[src/rtl/lhs_pkg.sv]
package lhs_pkg;
  typedef enum logic [1:0] {
    ST_PWR  = 2'b11,
    ST_CFG  = 2'b01,
    ST_LINK = 2'b10
  } lhs_state_e;
endpackage

[src/rtl/lhs_status.sv]
module lhs_status
  import lhs_pkg::*;
#(
  parameter int unsigned GOOD_WORDS = 1024
) (
  input  logic       clk_i,
  input  logic       rst_ni,
  input  logic       cfg_done_i,
  input  logic       word_vld_i,
  input  logic       rx_err_i,
  output lhs_state_e state_o,
  output logic       cfg_ok_o
);
  localparam int unsigned CW = $clog2(GOOD_WORDS + 1);

  lhs_state_e    state_q;
  logic [CW-1:0] good_q;
  logic          good_word;

  assign good_word = word_vld_i && !rx_err_i;

  always_ff @(posedge clk_i or negedge rst_ni) begin
    if (!rst_ni) begin
      state_q <= ST_PWR;
      good_q  <= '0;
    end else if (!cfg_done_i) begin
      state_q <= ST_PWR;
      good_q  <= '0;
    end else begin
      unique case (state_q)
        ST_PWR: begin
          state_q <= ST_CFG;
          good_q  <= '0;
        end
        ST_CFG: begin
          if (rx_err_i) good_q <= '0;
          else if (good_word) begin
            if (good_q == CW'(GOOD_WORDS - 1)) begin
              state_q <= ST_LINK;
              good_q  <= '0;
            end else good_q <= good_q + 1'b1;
          end
        end
        ST_LINK: begin
          if (rx_err_i) begin
            state_q <= ST_CFG;
            good_q  <= '0;
          end
        end
        default: state_q <= ST_PWR;
      endcase
    end
  end

  assign state_o  = state_q;
  assign cfg_ok_o = (state_q != ST_PWR);

  p_never_zero_r2: assert property (@(posedge clk_i) disable iff (!rst_ni)
    state_q != 2'b00);
  p_cfg_low_r3: assert property (@(posedge clk_i) disable iff (!rst_ni)
    !cfg_done_i |=> state_q == ST_PWR);
  p_err_drop_r5: assert property (@(posedge clk_i) disable iff (!rst_ni)
    (cfg_done_i && rx_err_i && state_q != ST_PWR) |=> state_q == ST_CFG);
  p_link_entry_r4: assert property (@(posedge clk_i) disable iff (!rst_ni)
    (state_q == ST_LINK && $past(state_q) != ST_LINK)
      |-> $past(word_vld_i && !rx_err_i && cfg_done_i));
endmodule

[src/rtl/lhs_stretch.sv]
module lhs_stretch #(
  parameter int unsigned STRETCH_CYC = 2_000_000
) (
  input  logic clk_i,
  input  logic rst_ni,
  input  logic trig_i,
  output logic led_o
);
  localparam int unsigned SW = $clog2(STRETCH_CYC + 1);

  logic [SW-1:0] cnt_q;

  always_ff @(posedge clk_i or negedge rst_ni) begin
    if (!rst_ni)          cnt_q <= '0;
    else if (trig_i)      cnt_q <= SW'(STRETCH_CYC);
    else if (cnt_q != '0) cnt_q <= cnt_q - 1'b1;
  end

  assign led_o = (cnt_q != '0);

  p_load_r6: assert property (@(posedge clk_i) disable iff (!rst_ni)
    trig_i |=> led_o);
  p_restart_r7: assert property (@(posedge clk_i) disable iff (!rst_ni)
    trig_i |=> cnt_q == SW'(STRETCH_CYC));
  p_expire_r6: assert property (@(posedge clk_i) disable iff (!rst_ni)
    (cnt_q == SW'(1) && !trig_i) |=> !led_o);
endmodule

[src/rtl/lhs_beat.sv]
module lhs_beat #(
  parameter int unsigned BEAT_HALF_CYC = 10_000_000
) (
  input  logic clk_i,
  input  logic rst_ni,
  input  logic en_i,
  output logic led_o
);
  localparam int unsigned BW = $clog2(BEAT_HALF_CYC);

  logic [BW-1:0] cnt_q;
  logic          led_q;

  always_ff @(posedge clk_i or negedge rst_ni) begin
    if (!rst_ni) begin
      cnt_q <= '0;
      led_q <= 1'b0;
    end else if (!en_i) begin
      cnt_q <= '0;
      led_q <= 1'b0;
    end else if (cnt_q == BW'(BEAT_HALF_CYC - 1)) begin
      cnt_q <= '0;
      led_q <= ~led_q;
    end else begin
      cnt_q <= cnt_q + 1'b1;
    end
  end

  assign led_o = led_q;

  p_off_r8: assert property (@(posedge clk_i) disable iff (!rst_ni)
    !en_i |=> !led_o);
  p_hold_r8: assert property (@(posedge clk_i) disable iff (!rst_ni)
    (en_i && cnt_q != BW'(BEAT_HALF_CYC - 1)) |=> $stable(led_o));
endmodule

[src/rtl/link_health_ctrl.sv]
module link_health_ctrl
  import lhs_pkg::*;
#(
  parameter int unsigned GOOD_WORDS    = 1024,
  parameter int unsigned STRETCH_CYC   = 2_000_000,
  parameter int unsigned BEAT_HALF_CYC = 10_000_000
) (
  input  logic       clk_i,
  input  logic       rst_ni,
  input  logic       cfg_done_i,
  input  logic       word_vld_i,
  input  logic       rx_err_i,
  input  logic       protect_i,
  output logic [1:0] status_o,
  output logic       err_led_o,
  output logic       beat_led_o
);
  lhs_state_e state;
  logic       cfg_ok;
  logic       err_ind;
  logic       beat_ind;

  lhs_status #(.GOOD_WORDS(GOOD_WORDS)) i_status (
    .clk_i      (clk_i),
    .rst_ni     (rst_ni),
    .cfg_done_i (cfg_done_i),
    .word_vld_i (word_vld_i),
    .rx_err_i   (rx_err_i),
    .state_o    (state),
    .cfg_ok_o   (cfg_ok)
  );

  lhs_stretch #(.STRETCH_CYC(STRETCH_CYC)) i_stretch (
    .clk_i  (clk_i),
    .rst_ni (rst_ni),
    .trig_i (rx_err_i),
    .led_o  (err_ind)
  );

  lhs_beat #(.BEAT_HALF_CYC(BEAT_HALF_CYC)) i_beat (
    .clk_i  (clk_i),
    .rst_ni (rst_ni),
    .en_i   (cfg_ok),
    .led_o  (beat_ind)
  );

  assign status_o   = state;
  assign err_led_o  = protect_i ? beat_ind : err_ind;
  assign beat_led_o = protect_i ? err_ind  : beat_ind;

  p_swap_err_r9: assert property (@(posedge clk_i) disable iff (!rst_ni)
    (protect_i && rx_err_i) |=> (protect_i -> beat_led_o));
  p_normal_err_r9: assert property (@(posedge clk_i) disable iff (!rst_ni)
    (!protect_i && rx_err_i) |=> (!protect_i -> err_led_o));
endmodule

[config.mk]
export PLATFORM = sky130hd
export DESIGN_NAME = link_health_ctrl
export DESIGN_NICKNAME = d
export VERILOG_FILES = /design/src/rtl/lhs_pkg.sv /design/src/rtl/lhs_status.sv /design/src/rtl/lhs_stretch.sv /design/src/rtl/lhs_beat.sv /design/src/rtl/link_health_ctrl.sv
export SDC_FILE = /design/constraint.sdc
export NUM_CORES = 1
export LEC_CHECK = 0
export ABC_AREA = 1
export ABC_CLOCK_PERIOD_IN_PS = 4200
export BUFFER_PORTS_ARGS = -buffer_cell sky130_fd_sc_hd__buf_4
export CORE_MARGIN = 4
export CORE_UTILIZATION = 30
export CTS_CLUSTER_DIAMETER = 200
export DETAILED_ROUTE_END_ITERATION = 8
export PLACE_DENSITY = 0.45
export SKIP_LAST_GASP = 1
export SLEW_MARGIN = 25
export SYNTH_ARGS = -nofsm -noshare
export SYNTH_HDL_FRONTEND = slang
export SYNTH_HIERARCHICAL = 1
export SYNTH_SLANG_ARGS = --single-unit
[constraint.sdc]
create_clock -name clk_i -period 4.2 [get_ports clk_i]
set_input_delay 0.21 -clock clk_i [delete_from_list [all_inputs] [get_ports clk_i]]
set_output_delay 0.21 -clock clk_i [all_outputs]
set_load 0.02 [all_outputs]
* Yosys cells after proc, flatten, opt, wreduce, memory -nomap -nowiden
Index checks and enable logic that the tools add are counted.
** Storage, ports and cells
- Logic and storage cells :: 48
- Output and inout port bits :: 4
- Flip-flop bits (word level) :: 59
- Input port bits :: 6
** Cells by class
- Add/sub/neg operators :: 3
- Equal/unequal tests :: 13
- Muxes and demuxes :: 20
- Reduce and logical (&&, ||, !) cells :: 6
- Bitwise logic cells :: 1
** Operators by type and width (number)
- 11-bit 2-to-1 mux :: 5
- 24-bit 2-to-1 mux :: 2
- 21-bit 2-to-1 mux :: 2
- 11-bit case mux with 3 select lines :: 1
- 24-bit by 1-bit adder with 24-bit output, second input constant :: 1
- 24-bit == test, second input constant :: 1
- 21-bit nonzero test :: 1
- 21-bit by 1-bit subtractor with 21-bit output, second input constant :: 1
- 11-bit by 1-bit adder with 11-bit output, second input constant :: 1
- 11-bit by 10-bit == test with 1-bit output, second input constant :: 1
- 2-bit 2-to-1 mux :: 5
- 3-bit by 2-bit != test with 1-bit output, second input constant :: 2
- 3-bit != test, second input constant :: 2
- 2-bit case mux with 3 select lines :: 1
- 2-bit == test, second input constant :: 2
- 1-bit 2-to-1 mux :: 4
- 2-bit != test, second input constant :: 2
- 4-bit by 1-bit != test with 1-bit output, second input constant :: 1
- 4-bit by 3-bit != test with 1-bit output, second input constant :: 1
- 4-bit AND reduction :: 1
- 3-bit AND reduction :: 1
- 2-bit by 1-bit == test with 1-bit output, second input constant :: 1
- 2-bit nonzero test :: 1
- 1-bit logical AND :: 1
- other kinds (2) :: 2

* Longest topological paths before layout
Gate-level depths: netlist (run 1).
- Word-level depth :: 6
- Gate-level depth with buffers :: 11
- Depth with buffers taken out :: 10

* Modules after synthesis
The synthesis (run 1) kept the hierarchy.
** By module, submodules not included
- lhs_beat :: instances 1, cells each 202, seq. area each 625.6 um^2, area each 1524.0 um^2
- lhs_stretch :: instances 1, cells each 205, seq. area each 525.5 um^2, area each 1462.7 um^2
- lhs_status :: instances 1, cells each 129, seq. area each 327.8 um^2, area each 877.1 um^2
- link_health_ctrl :: instances 1, cells each 7, seq. area each 0.0 um^2, area each 26.3 um^2

* Worst setup path before layout (run 1)
OpenSTA, ideal clock, no wires.
- Path type :: register to register
- From :: register i_status.state_q[0], in the netlist i_status/state_o[0]
- To :: register i_status.good_q[7]
- Slack :: 2481 ps
- Data required time :: 4086 ps
- Cell stages (with the launch flop) :: 11
- Period minus slack after synthesis :: 1719 ps
- Library setup time :: 114 ps
- Arrival :: 1605 ps
- Path buffers :: 1
- Path through :: dfstp_2 inv_1 ha_1 inv_1 nand3_1 nand2_2 nor2_4 buf_6 nand3_1 nand3_1 inv_1
** On the way
- Longest elaborated chain between the ends :: 3
- Elaborated cells between the ends (all ways) :: 9
- Classes of those cells :: 6 x eq/ne; 2 x mux; 1 x reduce/logical
** Ends and longest elaborated chain
- from (decl) :: RTL line lhs_status.sv:16 : lhs_state_e state_q;
- from (signal assigned) :: RTL line lhs_status.sv:24 : state_q <= ST_PWR;
- from (signal assigned) :: RTL line lhs_status.sv:27 : state_q <= ST_PWR;
- from (signal assigned) :: RTL line lhs_status.sv:32 : state_q <= ST_CFG;
- 2-bit == test / 2-bit by 1-bit == test with 1-bit output (equally long branches) :: RTL line lhs_status.sv:30 : unique case (state_q)
- 4-bit by 1-bit != test with 1-bit output (no line), or another cell as far along
- 3-bit AND reduction (no line) / 11-bit 2-to-1 mux (equally long branches)
- to (signal assigned) :: RTL line lhs_status.sv:41 : end else good_q <= good_q + 1'b1;
- to (decl) :: RTL line lhs_status.sv:17 : logic [CW-1:0] good_q;
Several ways; a longest one is shown, not always the timed one.
A chain may end at the register's enable or synchronous reset.

* Worst setup path in the final report (run 1)
- From :: register i_stretch.cnt_q[0]
- To :: output port err_led_o
** On the way
- Longest elaborated chain between the ends :: 2
** Ends and longest elaborated chain
- from (decl) :: RTL line lhs_stretch.sv:11 : logic [SW-1:0] cnt_q;
- from (signal assigned) :: RTL line lhs_stretch.sv:15 : else if (trig_i) cnt_q <= SW'(STRETCH_CYC);
- from (signal assigned) :: RTL line lhs_stretch.sv:16 : else if (cnt_q != '0) cnt_q <= cnt_q - 1'b1;
- 21-bit nonzero test :: RTL line lhs_stretch.sv:19 : assign led_o = (cnt_q != '0);
- named net err_ind :: RTL line link_health_ctrl.sv:20 : logic err_ind;
- 1-bit 2-to-1 mux :: RTL line link_health_ctrl.sv:48 : assign err_led_o = protect_i ? beat_ind : err_ind;
- to (decl) :: RTL line link_health_ctrl.sv:15 : output logic err_led_o,
The timed path passes the listed nets, and every way through them passes these cells.

==> key figures, run 1 <==
Outcome
  • Status: complete, no violations

Critical path
  • R2r endpoint: i_status/good_q[7]$_DFFE_PN0P_
  • WP data required: 3.99 ns
  • Startpoint types: flip-flop
  • Crit path arrival time: 1.93 ns
  • Setup CP Type: reg2out
  • FF-to-FF setup slack: 2.31 ns
  • R2R cell count: 9
  • Crit. End Element: output pin
  • CP Max Fanout: 6
  • Worst reg2reg path startpoint: i_status/state_o[0]$_DFFE_PN1P_

Global route
  • Initial antenna violation count: 0
  • First-pass GRT wire length: 15600 um
  • Number of global-route vias before repair: 3266
  • Total track usage: 0.134
  • GR Overflow Total: 0
  • Largest net degree at the start of global routing: 60

Finish
  • Fin cells: 737
  • Register area: 1480 um2
  • Fin area: 4480 um2
  • Ant diodes: 0
  • Layout cells sized above 1: 0.165
  • Area Growth Syn to Fin: 15.2%
  • Post-layout util: 0.354
  • Final net count: 574
  • Multi-input gate area in the final layout: 2100 um2
  • Fill cells: 1392

Placed design
  • Placed Instances: 720
  • Last weighted congestion value of the routability-driven placer: 0.794
  • PortBufs: 9
  • Post-DP HPWL: 6540 um
  • Placed Area: 4140 um2

Routing
  • Iteration-0 DRC count of the detailed router: 107
  • DR WL/cell: 12.1 um
  • Vias per Instance: 4.47
  • Router iterations before antenna repair: 4
  • Drc violations: 0
  • Vias: 3298
  • Total Wirelength: 8910 um
  • Final antenna-violating net count: 0

Clock tree
  • Total CTS buffers: 9
  • Clk pin slew, worst setup/hold paths: 0.05 ns
  • H-tree depth: 3
  • CTS root buffer: clkbuf_16
  • # clock sinks: 59
  • Maximum buffer depth of the clock tree: 2
  • CTS tree: built
  • Clk_lat worst skew: 0.33 ns

STA
  • Fmax: 467 MHz
  • Setup TNS: 0 ns
  • Slew headroom: 0.471
  • Final worst-path cycle share: 0.510
  • Crit path time final: 2.14 ns
  • Fin Clk Skew: 0.00913 ns
  • Least-Margin Pin Slew: 0.794 ns
  • RSZ-0062 raised after global routing: false
  • Hold Fails Final Rpt: 0
  • Final setup vio count: 0
  • Fin. max-slew vios: 0

Synth
  • Post-Syn Area: 3890 um2
  • Syn. warnings: 6
  • Ys flop type: dfrtp_1
  • Post-synth EDFFs: 0
  • Async S/R FF share, synth: 1.00
  • Syn Area/Cell: 7.16 um2
  • Yosys cell types: 31
  • #FFs+latches synth: 59
  • Sequential area share after synthesis: 0.380
  • Syn Inst Count: 543
  • Post-Syn Nets: 557

Pwr
  • Static Leak: 2.12 nW
  • Worst IR Drop VDD: 208 uV
  • Power Total: 1.74 mW
  • Pwr Density: 388 nW/um2

Floorplanning
  • Die ar.: 14900 um2
  • Row count: 41
  • Initial Utilization: 0.307
  • Die width: 122 um
  • Core Area: 12700 um2
  • Ports: 10
  • Die Ht: 122 um

Worst hold path
  • Endpoint, Worst Hold: i_status/state_o[1]$_DFFE_PN1P_
  • Hold Startpoint: cfg_done_i
  • Worst hold stages: 4
  • Worst hold path type: in2reg

Job
  • Total of max-cap violations: 0
[worst max-delay path, cell delays in order, from the launching register on]
cell and delay (ns):
dfrtp_1 0.35, inv_1 0.16, ha_1 0.20, nand2_1 0.06
nor2_1 0.21, nand4_1 0.28, nand2_1 0.14, nand2_1 0.06
buf_4 0.15
[synthesized netlist by cell type, types with 2 or more instances]
| master | n | share of area |
|---|---|---|
| inv_1 | 70 | 0.068 |
| dfstp_2 | 2 | 0.014 |
| ha_1 | 8 | 0.026 |
| xnor2_1 | 5 | 0.011 |
| nor2_4 | 17 | 0.049 |
| nand3b_1 | 2 | 0.0039 |
| nand3_2 | 7 | 0.018 |
| nor3_2 | 2 | 0.0051 |
| o21ai_0 | 6 | 0.0077 |
| xor2_1 | 6 | 0.014 |
| buf_6 | 2 | 0.0058 |
| nand4_1 | 13 | 0.021 |
| nand2_2 | 12 | 0.019 |
| nand2_4 | 4 | 0.012 |
| nand3_1 | 48 | 0.062 |
| a21oi_1 | 7 | 0.0090 |
| o21ai_1 | 2 | 0.0026 |
| nand2_1 | 141 | 0.14 |
| nor2_2 | 15 | 0.024 |
| nor2_1 | 96 | 0.093 |
| inv_2 | 5 | 0.0048 |
| or2_2 | 3 | 0.0048 |
| nor3_1 | 6 | 0.0077 |
| dfrtp_1 | 57 | 0.37 |
[area by class of cell]
cell class                      instances  area share
Clock buffer                           12      0.0572
Clock inverter                          4      0.0162
Inverter                               76      0.0637
Multi-Input combinational cell        404       0.468
Sequential cell                        59       0.330
Tap cell                              172      0.0480
Timing Repair Buffer                   10      0.0173
[placed cells by master, fill, tap and decap left out, drive strengths merged]
| master | count |
|---|---|
| nand2 | 157 |
| nor2 | 129 |
| inv | 75 |
| dfrtp | 57 |
| nand3 | 55 |
| nand4 | 14 |
| clkbuf | 12 |
| buf | 9 |
| ha | 8 |
| nor3 | 8 |
| o21ai | 8 |
| a21oi | 7 |
| xor2 | 6 |
| xnor2 | 5 |
| or2 | 3 |
| bufinv | 2 |
| nand3b | 2 |
| dfstp | 2 |
| clkinv | 2 |
| clkinvlp | 1 |
| dlygate4sd3 | 1 |
| a31oi | 1 |
| o22ai | 1 |
[layer usage]
| metal | up-vias | routed length [um] | global-route usage |
|---|---|---|---|
| met5 | - | 0 | 0 |
| met4 | 0 | 115 | 0.0448 |
| met3 | 7 | 314 | 0.0395 |
| met2 | 41 | 4020 | 0.210 |
| met1 | 1526 | 4460 | 0.178 |
| li1 | 1724 | - | - |
[state kept, by name (all words and copies together), names as in the netlist]
name	count
i_beat/cnt_q	24
i_stretch/cnt_q	21
i_status/good_q	11
i_status/state_o	2
i_beat/led_o	1
[power by group]
part / switching [mW] / internal (mW) / total [mW]
sequential: 0.0397 / 0.602 / 0.642
combinational: 0.191 / 0.0854 / 0.277
clock: 0.269 / 0.551 / 0.819
total: 0.500 / 1.24 / 1.74
[cells by family (layout without fill, tap and decap cells)]
family                   after synthesis  in the layout  synth area share
AO/OA/AOI/OAI                         17             17            0.0225
AND/OR/NAND/NOR                      368            368             0.466
XOR/XNOR                              11             11            0.0248
adder cells (fa/ha/maj)                8              8            0.0257
buffers and inverters                 80            102            0.0811
flip-flops                            59             59             0.380
[stage by stage]
step | hold slack [ns] | setup slack (ns)
3_3_place_gp | 0.360 | 2.36
4_1_cts | 0.153 | 2.05
2_1_floorplan | -0.0856 | 2.48
5_1_grt | 0.176 | 1.82
6_report | 0.170 | 2.06
3_5_place_dp | 0.360 | 2.29
[repair_timing]
action | CTS | global route
hold buffers | 1 | 0
resized for setup | 0 | 0
hold endpoints to repair | 4 | 0
setup buffers | 0 | 0
[how the worst max path moves through the flow]
stage,start,cells after the start,to,slack (ns)
2_1_floorplan,i_status/state_o[0]$_DFFE_PN1P_,10,i_status/good_q[7]$_DFFE_PN0P_,2.48
3_3_place_gp,i_status/state_o[0]$_DFFE_PN1P_,9,i_status/good_q[7]$_DFFE_PN0P_,2.36
3_5_place_dp,i_status/state_o[0]$_DFFE_PN1P_,9,i_status/good_q[7]$_DFFE_PN0P_,2.29
4_1_cts,i_stretch/cnt_q[0]$_DFFE_PN0P_,8,err_led_o,2.05
5_1_grt,i_stretch/cnt_q[0]$_DFFE_PN0P_,8,beat_led_o,1.82
6_report,i_stretch/cnt_q[0]$_DFFE_PN0P_,8,err_led_o,2.06
Power figures use the tool's default switching activity.
==> run 2: changes to the inputs <==
- ABC_CLOCK_PERIOD_IN_PS: 4200 -> 2000
- clock period: 4.2 -> 2 ns (I/O delays scaled with it)
==> run 2 against run 1 <==
Net effect:
- clock power rose by 76%
- largest power group unchanged
- sequential share of layout area decreased by 0.092 points
- hold slack got worse by 0.12 ns
- total power grew 97%
- non-clock buffer count rose by 4
- sequential cell count did not move
- cell count increased by 0.41%
- combinational power rose by 130%
- final area up 0.28%
- clock skew barely moved
- count of clock-buffer cells in the layout down 1
- routed wire length fell by 2.6%
==> key figures, run 2 (same netlist as run 1, synthesis figures left out) <==
Global route
  • GR Overflow Total: 0
  • Total track usage: 0.130
  • Initial antenna violation count: 0
  • Largest net degree at the start of global routing: 60
  • Number of global-route vias before repair: 3183
  • First-pass GRT wire length: 15100 um

Critical path
  • WP data required: 1.90 ns
  • Cell Chain, Critical Path: inv_2, ha_1, nand2_1, nor2_4, nand4_1, nand2_1, nand2_1, buf_4
  • Critical Path Stages: 8
  • CP delay by family, top: simple AND/OR/NAND/NOR gates
  • Crit path arrival time: 1.82 ns
  • Startpoint types: flip-flop
  • Buf/Inv on CP: 2
  • FF-to-FF setup slack: 0.23 ns
  • Most used cell along the critical path: nand2_1
  • R2R cell count: 11
  • CP Max Fanout: 6
  • Slowest CP cell: dfrtp_1
  • Setup CP Type: reg2out
  • Slowest stage delay, CP: 0.37 ns
  • Crit. End Element: output pin

Clock tree
  • Maximum buffer depth of the clock tree: 2
  • H-tree depth: 3
  • # clock sinks: 59
  • Clk pin slew, worst setup/hold paths: 0.05 ns
  • CTS tree: built
  • Total CTS buffers: 9
  • Clk_lat worst skew: 0.34 ns
  • CTS root buffer: clkbuf_16

STA
  • Fin Clk Skew: 0.00935 ns
  • Worst hold slack: 0.0531 ns
  • Fmax: 521 MHz
  • Least-Margin Pin Slew: 0.785 ns
  • Slew headroom: 0.477
  • Hold Fails Final Rpt: 0
  • Fin. max-slew vios: 0
  • Final worst-path cycle share: 0.959
  • Crit path time final: 1.92 ns
  • Final setup vio count: 0
  • RSZ-0062 raised after global routing: true

Finish
  • Fin cells: 740
  • Post-layout util: 0.355
  • Reg with most FFs: i_beat/cnt_q
  • Layout cells sized above 1: 0.181
  • Commonest cells after routing, fill and taps aside: 140 x nand2_1, 93 x nor2_1, 68 x inv_1, 57 x dfrtp_1, 48 x nand3_1
  • Leading registers by flop count: i_beat/cnt_q: 24 flops, i_stretch/cnt_q: 21 flops, i_status/good_q: 11 flops
  • Area Growth Syn to Fin: 15.5%
  • Fin area: 4490 um2
  • Max FFs per register: 24
  • Commonest non-fill, non-tap cell in the layout: nand2_1
  • Final net count: 578
  • Ant diodes: 0

Routing
  • Vias: 3258
  • Final antenna-violating net count: 0
  • Router iterations before antenna repair: 4
  • Vias per Instance: 4.40
  • Total Wirelength: 8680 um
  • Iteration-0 DRC count of the detailed router: 133
  • Drc violations: 0
  • DR WL/cell: 11.7 um

Worst hold path
  • Worst hold stages: 3
  • Worst hold path type: in2reg

Placed design
  • Placed Area: 4160 um2
  • PortBufs: 9
  • Placed Instances: 722
  • Post-DP HPWL: 6520 um
  • Last weighted congestion value of the routability-driven placer: 0.797

Floorplanning
  • Ports: 10
  • Initial Utilization: 0.307
  • Die Ht: 122 um
  • Die ar.: 14900 um2
  • Row count: 41
  • Core Area: 12700 um2
  • Die width: 122 um

Pwr
  • Pwr Density: 760 nW/um2
  • Worst IR Drop VDD: 583 uV
  • Static Leak: 2.12 nW

Outcome
  • Status: complete, no violations

Job
  • Total of max-cap violations: 0
==> run 2: cell types whose count changed in the layout (fill, tap and decap cells not counted), sizes merged <==
cell and change:
clkinv +2, clkbuf -1, bufinv -2, buf +4
==> run 2: path summary, 6_finish.rpt <==
path | startpoint | end
max | i_stretch/cnt_q[0]$_DFFE_PN0P_ | err_led_o
min | rx_err_i | i_stretch/cnt_q[17]$_DFFE_PN0P_
max reg2reg | i_status/state_o[1]$_DFFE_PN1P_ | i_status/good_q[9]$_DFFE_PN0P_
min reg2reg | i_status/state_o[0]$_DFFE_PN1P_ | i_status/state_o[0]$_DFFE_PN1P_
max in group asynchronous | rst_ni | i_stretch/cnt_q[7]$_DFFE_PN0P_
min in group asynchronous | rst_ni | i_status/good_q[5]$_DFFE_PN0P_
==> run 2: per-layer routing <==
layer	global-route usage	vias to the layer above	routed length [um]	part of all wire
met3	0.0413	10	272	0.031
met1	0.176	1488	4460	0.51
met5	0	-	0	0
met4	0.0399	0	92	0.011
met2	0.199	28	3850	0.44
li1	-	1732	-	-
==> run 2: worst register-to-register path: stages (launching register included) <==
cell and delay [ns]:
dfstp_2 0.56, inv_1 0.07, ha_1 0.27, inv_1 0.04, nand3_1 0.11, nand2_2 0.08, nor2_4 0.19, buf_12 0.15
nand2_1 0.06, nand2_1 0.06, nand2_1 0.04, nor2_1 0.08
==> run 2: timing repair <==
action | in CTS | in global routing
endpoints found under the setup margin | 2 | 7
hold buffers | 1 | 0
buffers inserted | 0 | 2
endpoints found under the hold margin | 57 | 0
pin swaps | 1 | 2
resized for setup | 2 | 6
==> run 2: where the power goes <==
group          switching, mW  total (mW)  leakage [nW]  internal [mW]
clock network          0.549        1.44         0.137          0.894
logic                  0.412       0.626          1.21          0.214
registers             0.0838        1.35         0.772           1.26
total                   1.04        3.42          2.12           2.37
==> run 2: area by class of cell <==
cell class              instances  area [um2]
multi-input cells             404        2120
inverters                      76         285
well taps                     172         215
flip-flops and latches         59        1480
clock buffers                  11         253
fillers                      1381        8180
repair buffers                 14         120
clock inverters                 4        26.3
==> run 2: per-stage QoR <==
| stage | setup WS [ns] | TNS, ns | total power [mW] |
|---|---|---|---|
| after detailed placement | 0.0870 | 0 | 1.98 |
| after global placement | 0.130 | 0 | 1.97 |
| after CTS | 0.00899 | 0 | 3.47 |
| after floorplan | 0.281 | 0 | 1.80 |
| final | 0.0821 | 0 | 3.42 |
| after global routing | -0.0108 | -0.0130 | 3.62 |
==> run 3: changes to the inputs <==
- CTS_BUF_LIST: unset -> sky130_fd_sc_hd__clkbuf_16
==> run 3 against run 2 <==
Net effect:
- sequential share of layout area is 0.15 points higher
- hold slack is essentially flat
- register-to-register slack about the same
- total power fell by 2.2%
- global-route usage about the same
- largest cell class unchanged
==> key figures, run 3 (same netlist as run 1, synthesis figures left out) <==
Outcome
  • Status: complete, no violations

Finish
  • Reg with most FFs: i_beat/cnt_q
  • Commonest non-fill, non-tap cell in the layout: nand2_1
  • Fill cells: 1383
  • Register area: 1480 um2
  • Multi-input gate area in the final layout: 2120 um2
  • Area Growth Syn to Fin: 15.0%
  • Commonest cells after routing, fill and taps aside: 140 x nand2_1, 93 x nor2_1, 68 x inv_1, 57 x dfrtp_1, 48 x nand3_1
  • Ant diodes: 0
  • Layout cells sized above 1: 0.178
  • Final net count: 578
  • Fin cells: 740
  • Leading registers by flop count: i_beat/cnt_q: 24 flops, i_stretch/cnt_q: 21 flops, i_status/good_q: 11 flops
  • Max FFs per register: 24

Placed design
  • Placed Instances: 722
  • Post-DP HPWL: 6520 um
  • PortBufs: 9
  • Last weighted congestion value of the routability-driven placer: 0.797

STA
  • Fin Clk Skew: 0.0102 ns
  • Fmax: 526 MHz
  • Slew headroom: 0.475
  • RSZ-0062 raised after global routing: true
  • Final worst-path cycle share: 0.951
  • Fin. max-slew vios: 0
  • Hold Fails Final Rpt: 0
  • Crit path time final: 1.90 ns
  • Worst hold slack: 0.0532 ns
  • Final setup vio count: 0
  • Least-Margin Pin Slew: 0.787 ns
  • Setup TNS: 0 ns

Worst hold path
  • Worst hold path type: in2reg

Floorplanning
  • Die Ht: 122 um
  • Ports: 10
  • Die width: 122 um
  • Core Area: 12700 um2
  • Initial Utilization: 0.307
  • Die ar.: 14900 um2
  • Row count: 41

Routing
  • Vias: 3261
  • Drc violations: 0
  • Router iterations before antenna repair: 4
  • DR WL/cell: 11.7 um
  • Vias per Instance: 4.41
  • Iteration-0 DRC count of the detailed router: 129
  • Total Wirelength: 8690 um
  • Final antenna-violating net count: 0

Global route
  • First-pass GRT wire length: 15100 um
  • Initial antenna violation count: 0
  • Total track usage: 0.130
  • Number of global-route vias before repair: 3183
  • Largest net degree at the start of global routing: 60
  • GR Overflow Total: 0

Pwr
  • Worst IR Drop VDD: 559 uV
  • Pwr Density: 747 nW/um2
  • Static Leak: 2.11 nW

Clock tree
  • CTS tree: built
  • Maximum buffer depth of the clock tree: 2
  • Clk_lat worst skew: 0.34 ns
  • # clock sinks: 59
  • Total CTS buffers: 9
  • Clk pin slew, worst setup/hold paths: 0.05 ns
  • CTS root buffer: clkbuf_16
  • H-tree depth: 3

Critical path
  • Cell Chain, Critical Path: inv_2, ha_1, nand2_1, nor2_4, nand4_1, nand2_1, nand2_1, buf_4
  • Setup CP Type: reg2out
  • Slowest stage delay, CP: 0.37 ns
  • Startpoint types: flip-flop
  • CP Max Fanout: 6
  • Crit. End Element: output pin
  • Crit path arrival time: 1.80 ns
  • Slowest CP cell: dfrtp_1
  • WP data required: 1.90 ns
  • FF-to-FF setup slack: 0.22 ns
  • Most used cell along the critical path: nand2_1

Job
  • Total of max-cap violations: 0
-- run 3: critical path: cells and delay by family (launching register included) --
kind,cells,cell delay (ns)
buffers and inverters,2,0.25
flip-flops,1,0.37
AND/OR/NAND/NOR,5,0.67
adder cells (fa/ha/maj),1,0.18
-- run 3: layer usage --
metal / up-vias / track usage / part of all wire
met2: 31 / 0.199 / 0.44
met1: 1489 / 0.176 / 0.51
li1: 1731 / - / -
met4: 0 / 0.0399 / 0.010
met5: - / 0 / 0
met3: 10 / 0.0413 / 0.034
-- run 3: path summary, 6_finish.rpt --
kind                       depth (start not counted)                            start                         endpoint
setup / recovery                                   8   i_stretch/cnt_q[0]$_DFFE_PN0P_                        err_led_o
hold / removal                                     3                         rx_err_i  i_stretch/cnt_q[17]$_DFFE_PN0P_
setup reg to reg                                  11  i_status/state_o[1]$_DFFE_PN1P_   i_status/good_q[9]$_DFFE_PN0P_
hold reg to reg                                    2  i_status/state_o[0]$_DFFE_PN1P_  i_status/state_o[0]$_DFFE_PN1P_
max in group asynchronous                          2                           rst_ni   i_stretch/cnt_q[7]$_DFFE_PN0P_
min in group asynchronous                          2                           rst_ni   i_status/good_q[5]$_DFFE_PN0P_
-- run 3: final cells by class --
| class | instances | area share |
|---|---|---|
| Multi-Input combinational cell | 404 | 0.473 |
| Sequential cell | 59 | 0.331 |
| Inverter | 76 | 0.0638 |
| Clock buffer | 9 | 0.0503 |
| Tap cell | 172 | 0.0481 |
| Timing Repair Buffer | 14 | 0.0268 |
| Clock inverter | 6 | 0.00755 |
-- run 3: metrics by stage --
| step | setup WS [ns] | total power, mW | area, um2 | utilization |
|---|---|---|---|---|
| 6_report | 0.0974 | 3.34 | 4470 | 0.353 |
| 5_1_grt | -0.0108 | 3.54 | 4470 | 0.353 |
| 4_1_cts | 0.00899 | 3.39 | 4430 | 0.350 |
| 3_5_place_dp | 0.0870 | 1.98 | 4160 | 0.328 |
| 3_3_place_gp | 0.130 | 1.97 | 4160 | 0.328 |
| 2_1_floorplan | 0.281 | 1.80 | 3890 | - |
-- run 3: what timing repair did --
item / in CTS / in global routing
resized for setup: 2 / 6
setup endpoints to repair: 2 / 7
hold buffers: 1 / 0
gates cloned: 0 / 0
pin swaps: 1 / 2
endpoints found under the hold margin: 57 / 0
setup buffers: 0 / 2
-- run 3: where the power goes --
part / internal, mW / leakage [nW] / switching (mW)
Combinational: 0.214 / 1.21 / 0.413
Sequential: 1.26 / 0.772 / 0.0838
Clock: 0.817 / 0.126 / 0.551
Total: 2.30 / 2.11 / 1.05
